<file path="src/rtl/fp2int_round.sv">
module fp2int_round #(
  parameter int W = 32
) (
  input  logic         clk,
  input  logic         rst_n,
  input  logic         in_valid,
  input  logic [W-1:0] in_f,
  input  logic [1:0]   rnd_mode,
  output logic         out_valid,
  output logic [W-1:0] out_int,
  output logic         out_invalid,
  output logic         out_inexact
);
  localparam int MW     = 24;
  localparam int BIAS_I = 150;
  localparam int MAXSH  = 26;
  localparam logic [W-1:0] INDEF = {1'b1, {(W-1){1'b0}}};

  logic        sgn;
  logic [7:0]  ex;
  logic [MW-1:0] man;
  logic        big;
  logic [7:0]  rsh_raw;
  logic [4:0]  rsh;
  logic [3:0]  lsh;
  logic [MW+MAXSH-1:0] algn;
  logic        bad_in;

  assign sgn     = in_f[31];
  assign ex      = in_f[30:23];
  assign man     = {ex != 8'd0, in_f[22:0]};
  assign big     = ex >= 8'(BIAS_I);
  assign rsh_raw = 8'(BIAS_I) - ex;
  assign rsh     = (rsh_raw > 8'(MAXSH)) ? 5'(MAXSH) : rsh_raw[4:0];
  assign lsh     = 4'(ex - 8'(BIAS_I));
  assign algn    = {man, {MAXSH{1'b0}}} >> rsh;
  assign bad_in  = (ex == 8'hFF) || (ex > 8'd158) ||
                   (ex == 8'd158 && !(sgn && in_f[22:0] == 23'd0));

  logic         s1_v, s1_s, s1_bad, s1_rb, s1_st;
  logic [1:0]   s1_md;
  logic [W-1:0] s1_mag;

  always_ff @(posedge clk or negedge rst_n) begin
    if (!rst_n) begin
      s1_v   <= 1'b0;
      s1_s   <= 1'b0;
      s1_bad <= 1'b0;
      s1_rb  <= 1'b0;
      s1_st  <= 1'b0;
      s1_md  <= 2'b00;
      s1_mag <= '0;
    end else begin
      s1_v <= in_valid;
      if (in_valid) begin
        s1_s   <= sgn;
        s1_bad <= bad_in;
        s1_md  <= rnd_mode;
        s1_mag <= big ? ({8'd0, man} << lsh) : {8'd0, algn[MW+MAXSH-1:MAXSH]};
        s1_rb  <= big ? 1'b0 : algn[MAXSH-1];
        s1_st  <= big ? 1'b0 : |algn[MAXSH-2:0];
      end
    end
  end

  logic         lossy, bump, ovf, inv2;
  logic [W-1:0] rmag, sres;

  assign lossy = s1_rb | s1_st;

  always_comb begin
    case (s1_md)
      2'b00:   bump = s1_rb & (s1_st | s1_mag[0]);
      2'b01:   bump = s1_s & lossy;
      2'b10:   bump = ~s1_s & lossy;
      default: bump = 1'b0;
    endcase
  end

  assign rmag = s1_mag + W'(bump);
  assign ovf  = s1_s ? (rmag[W-1] && |rmag[W-2:0]) : rmag[W-1];
  assign inv2 = s1_bad | ovf;
  assign sres = s1_s ? (~rmag + 1'b1) : rmag;

  always_ff @(posedge clk or negedge rst_n) begin
    if (!rst_n) begin
      out_valid   <= 1'b0;
      out_int     <= '0;
      out_invalid <= 1'b0;
      out_inexact <= 1'b0;
    end else begin
      out_valid <= s1_v;
      if (s1_v) begin
        out_int     <= inv2 ? INDEF : sres;
        out_invalid <= inv2;
        out_inexact <= ~inv2 & lossy;
      end
    end
  end
endmodule


</file>
<file path="config.mk">
export PLATFORM = sky130hd
export DESIGN_NAME = fp2int_round
export DESIGN_NICKNAME = d
export VERILOG_FILES = /design/src/rtl/fp2int_round.sv
export SDC_FILE = /design/constraint.sdc
export NUM_CORES = 1
export LEC_CHECK = 0
export BUFFER_PORTS_ARGS = -buffer_cell sky130_fd_sc_hd__buf_2
export CAP_MARGIN = 20
export CORE_UTILIZATION = 45
export DETAILED_ROUTE_END_ITERATION = 8
export PLACE_DENSITY_LB_ADDON = 0.08
export REMOVE_ABC_BUFFERS = 1
export SLEW_MARGIN = 20
export SYNTH_ARGS = -nofsm -noshare
export SYNTH_HDL_FRONTEND = slang
export SYNTH_SLANG_ARGS = --single-unit
</file>
<file path="constraint.sdc">
create_clock -name clk -period 11.29 [get_ports clk]
set_input_delay 2.258 -clock clk [delete_from_list [all_inputs] [get_ports clk]]
set_output_delay 2.258 -clock clk [all_outputs]
set_load 0.01 [all_outputs]
</file>
==> summary.txt <==
Setup path
  • Critical path type: input pin to register
  • RR Startpoint: s1_md[0]
  • FF-to-FF setup slack: 6.63 ns
  • Slowest Stage Delay on Critical Path: 0.81 ns
  • Buf/Inv on CP: 4
  • Crit path launch type: input pin
  • Max FO, Critical Path: 41
  • Crit path cell chain: buf_2, buf_4, inv_2, ha_1, buf_4, nor4b_1, o32ai_1, nand3_1, o32ai_1, nor3_1, nor4_1, a22oi_1, o31ai_1, o21ai_0
  • WP data arrival: 7.08 ns
  • CP endpoint kind: register
  • Worst EP required: 11.49 ns
  • Worst-case reg-to-reg path depth: 17
  • Slowest-stage cell, CP: nand3_1
  • Cell family contributing the most delay on the critical path: compound AO/OA/AOI/OAI gates
  • R2R Path End: out_int[30]

Synth
  • Sequential fraction of the synthesis area: 22.98%
  • Synthesis-stage register bit count: 74
  • Ys async rst share: 100.0%
  • Post-Syn Instances: 1122
  • Count of yosys warnings during synthesis: 0
  • Syn_area_per_cell: 7.182 um2
  • Synthesized cell area: 8058 um2
  • Post-synth EDFFs: 0
  • Synth cell types: 74
  • Most used DFF post-synth: dfrtp_1

Final layout
  • Finished Layout Cells: 1354
  • Fill count: 1783
  • Most frequent cells in the layout: 129 x nand2_1, 104 x nor2_1, 84 x a21oi_1
  • Fraction of layout cells with a size suffix above 1: 11.96%
  • Register area: 1852 um2
  • Antenna diode count: 0
  • NumNets Final: 1175
  • Final core occ: 50.43%
  • Area of the multi-input gates: 5635 um2
  • Final Instance Area: 8783 um2
  • Most common cell after layout, fill and taps aside: nand2_1
  • Layout area overhead: 9.006%

Drt
  • Routed wire length: 26.91 mm
  • Final ANT Viol Nets: 0
  • DR DRC count: 0
  • Drt pass-1 iters: 6
  • Routed vias/inst: 6.298
  • Avg WL per Cell: 19.88 um
  • Iter 0 DRT Violations: 739
  • Via count of the routed design: 8528

Pwr
  • Sequential Power Share: 32.6%
  • Net Sw Frac: 37.89%
  • Worst VDD drop: 0.1069 mV
  • Sw Pwr: 394.4 uW
  • Static leakage: 3.562 nW
  • P_int: 646.6 uW
  • PwrDens: 118.5 nW/um2
  • Clock power share: 28.8%
  • Combinational fraction of design power: 38.7%

Die
  • Row cnt: 48
  • Die width: 135.8 um
  • Total Die Area: 18450 um2
  • Boundary Pins: 72
  • Initial Utilization: 46.26%
  • Core area: 17420 um2
  • Die H: 135.8 um

Timing
  • Fin Setup TNS: 0 ns
  • Max Clk Rate: 145.3 MHz
  • Slew Limit Headroom: 37.75%
  • Slew Limit Fails: 0
  • RSZ-0062 raised after global routing: no
  • Clk_skew: 0.01025 ns
  • Setup violators final: 0
  • Worst Tran Pin Value: 0.9337 ns
  • Final worst-path cycle share: 60.95%
  • Final Hold Vio Count: 0
  • Minimum clock period: 6.882 ns

Clock network
  • TritonCTS Buffers: 9
  • Clock Sink Count: 74
  • Root Driver: clkbuf_16
  • Postcts setup bufs: 0
  • Cts hold-fix bufs: 0
  • Reg clk slew, reported paths: 0.06 ns
  • Cts repair resizes: 0
  • Clk Latency, worst-skew pair: 0.34 ns
  • TritonCTS clock tree: yes
  • CTS Buffer Depth: 2
  • CTS H-tree depth: 3

Worst hold path
  • Worst hold path type: register to register
  • Hold-critical path depth: 1
  • HP Start: out_invalid
  • Hold EP: out_invalid

Placed design
  • Placed cells: 1339
  • Final Wtd Congestion: 0.9399
  • Detailed placement HPWL: 20.03 mm
  • Dpl cell area: 8476 um2
  • Port buffer count: 71

Run
  • Max-cap violations: 0

Global route
  • Largest net degree at the start of global routing: 75
  • Initial antenna violation count: 0
  • Total Routing Usage GR: 29.61%
  • Vias in the first global route: 7553
  • First-pass GRT wire length: 42.64 mm
  • Total gr overflow: 0

Status
  • Status: finished, final reports clean
## power by group through the flow
stage | logic (mW) | clock network [mW] | registers, mW
global placement | 0.396 | 0 | 0.343
floorplan | 0.247 | 0 | 0.353
CTS | 0.399 | 0.304 | 0.339
finish | 0.402 | 0.299 | 0.339
global route | 0.444 | 0.317 | 0.347
detailed placement | 0.397 | 0 | 0.344
## kinds of logic after synthesis
family          Yosys count  synth area share (%)
compound gates          348                 28.23
flops                    74                 22.98
buf+inv                 152                 7.438
xor+xnor                 68                 7.562
mux                      54                 7.112
simple gates            413                 24.66
fa+ha+maj                13                 2.019
## per-stage QoR
step	total power [mW]	hold WS [ns]	setup slack, ns
3_3_place_gp	0.7393	0.4551	4.407
3_5_place_dp	0.7405	0.4626	4.243
2_1_floorplan	0.5998	0.4765	4.589
4_1_cts	1.043	0.4758	4.598
5_1_grt	1.107	0.5155	4.166
6_report	1.041	0.4687	4.408
## layer usage
metal / part of all wire (%) / GRT usage (%) / vias to the layer above
li1: - / - / 4123
met1: 44 / 41.00 / 3960
met2: 46 / 46.60 / 385
met3: 6.0 / 2.796 / 60
met4: 3.9 / 12.86 / 0
met5: 0 / 0 / -
## how the worst max path moves through the flow
stage	start	endpoint	slack [ns]	depth (start not counted)
after detailed placement	in_f[24]	s1_st	4.24	14
final	in_f[24]	s1_st	4.41	14
after global placement	in_f[24]	s1_st	4.41	14
after floorplan	in_f[23]	s1_st	4.59	12
after CTS	in_f[24]	s1_st	4.60	14
after global routing	in_f[24]	s1_st	4.17	14
## cell usage after synthesis, types with 7 or more instances
cell / n / area share (%)
dfrtp_1: 74 / 23
a21oi_1: 84 / 5.2
clkbuf_1: 69 / 3.2
mux2i_1: 46 / 5.7
a31oi_1: 19 / 1.5
xnor2_1: 49 / 5.3
nor2b_1: 8 / 0.62
and2_1: 7 / 0.54
and3_1: 11 / 0.85
nand2_1: 129 / 6.0
nor4_1: 19 / 1.5
o21ai_0: 71 / 4.4
nor2_1: 104 / 4.8
nand2b_1: 12 / 0.93
xor2_1: 18 / 2.0
a211oi_1: 10 / 0.93
or2_2: 7 / 0.54
o2bb2ai_1: 9 / 0.98
ha_1: 13 / 2.0
nand3_1: 42 / 2.6
inv_1: 52 / 2.4
buf_1: 15 / 0.70
o21a_1: 9 / 0.84
o31ai_1: 9 / 0.84
or3_1: 8 / 0.62
o22ai_1: 41 / 3.2
o211ai_1: 9 / 0.84
a32oi_1: 12 / 1.3
nand4_1: 18 / 1.4
buf_2: 9 / 0.56
nor3_1: 24 / 1.5
## sequential cells by signal (all words and copies together) (netlist names)
name,count
out_int,32
s1_mag,32
s1_md,2
out_inexact,1
out_invalid,1
out_valid,1
s1_bad,1
s1_rb,1
s1_s,1
s1_st,1
s1_v,1
## layout make-up
class | count | share of cell area (%)
Clock buffer | 9 | 2.564
Inverter | 53 | 2.265
Sequential cell | 74 | 21.08
Tap cell | 225 | 3.205
Clock inverter | 6 | 0.9402
Timing Repair Buffer | 91 | 5.783
Multi-Input combinational cell | 896 | 64.16
No activity file was read; power rests on OpenSTA's default activity.
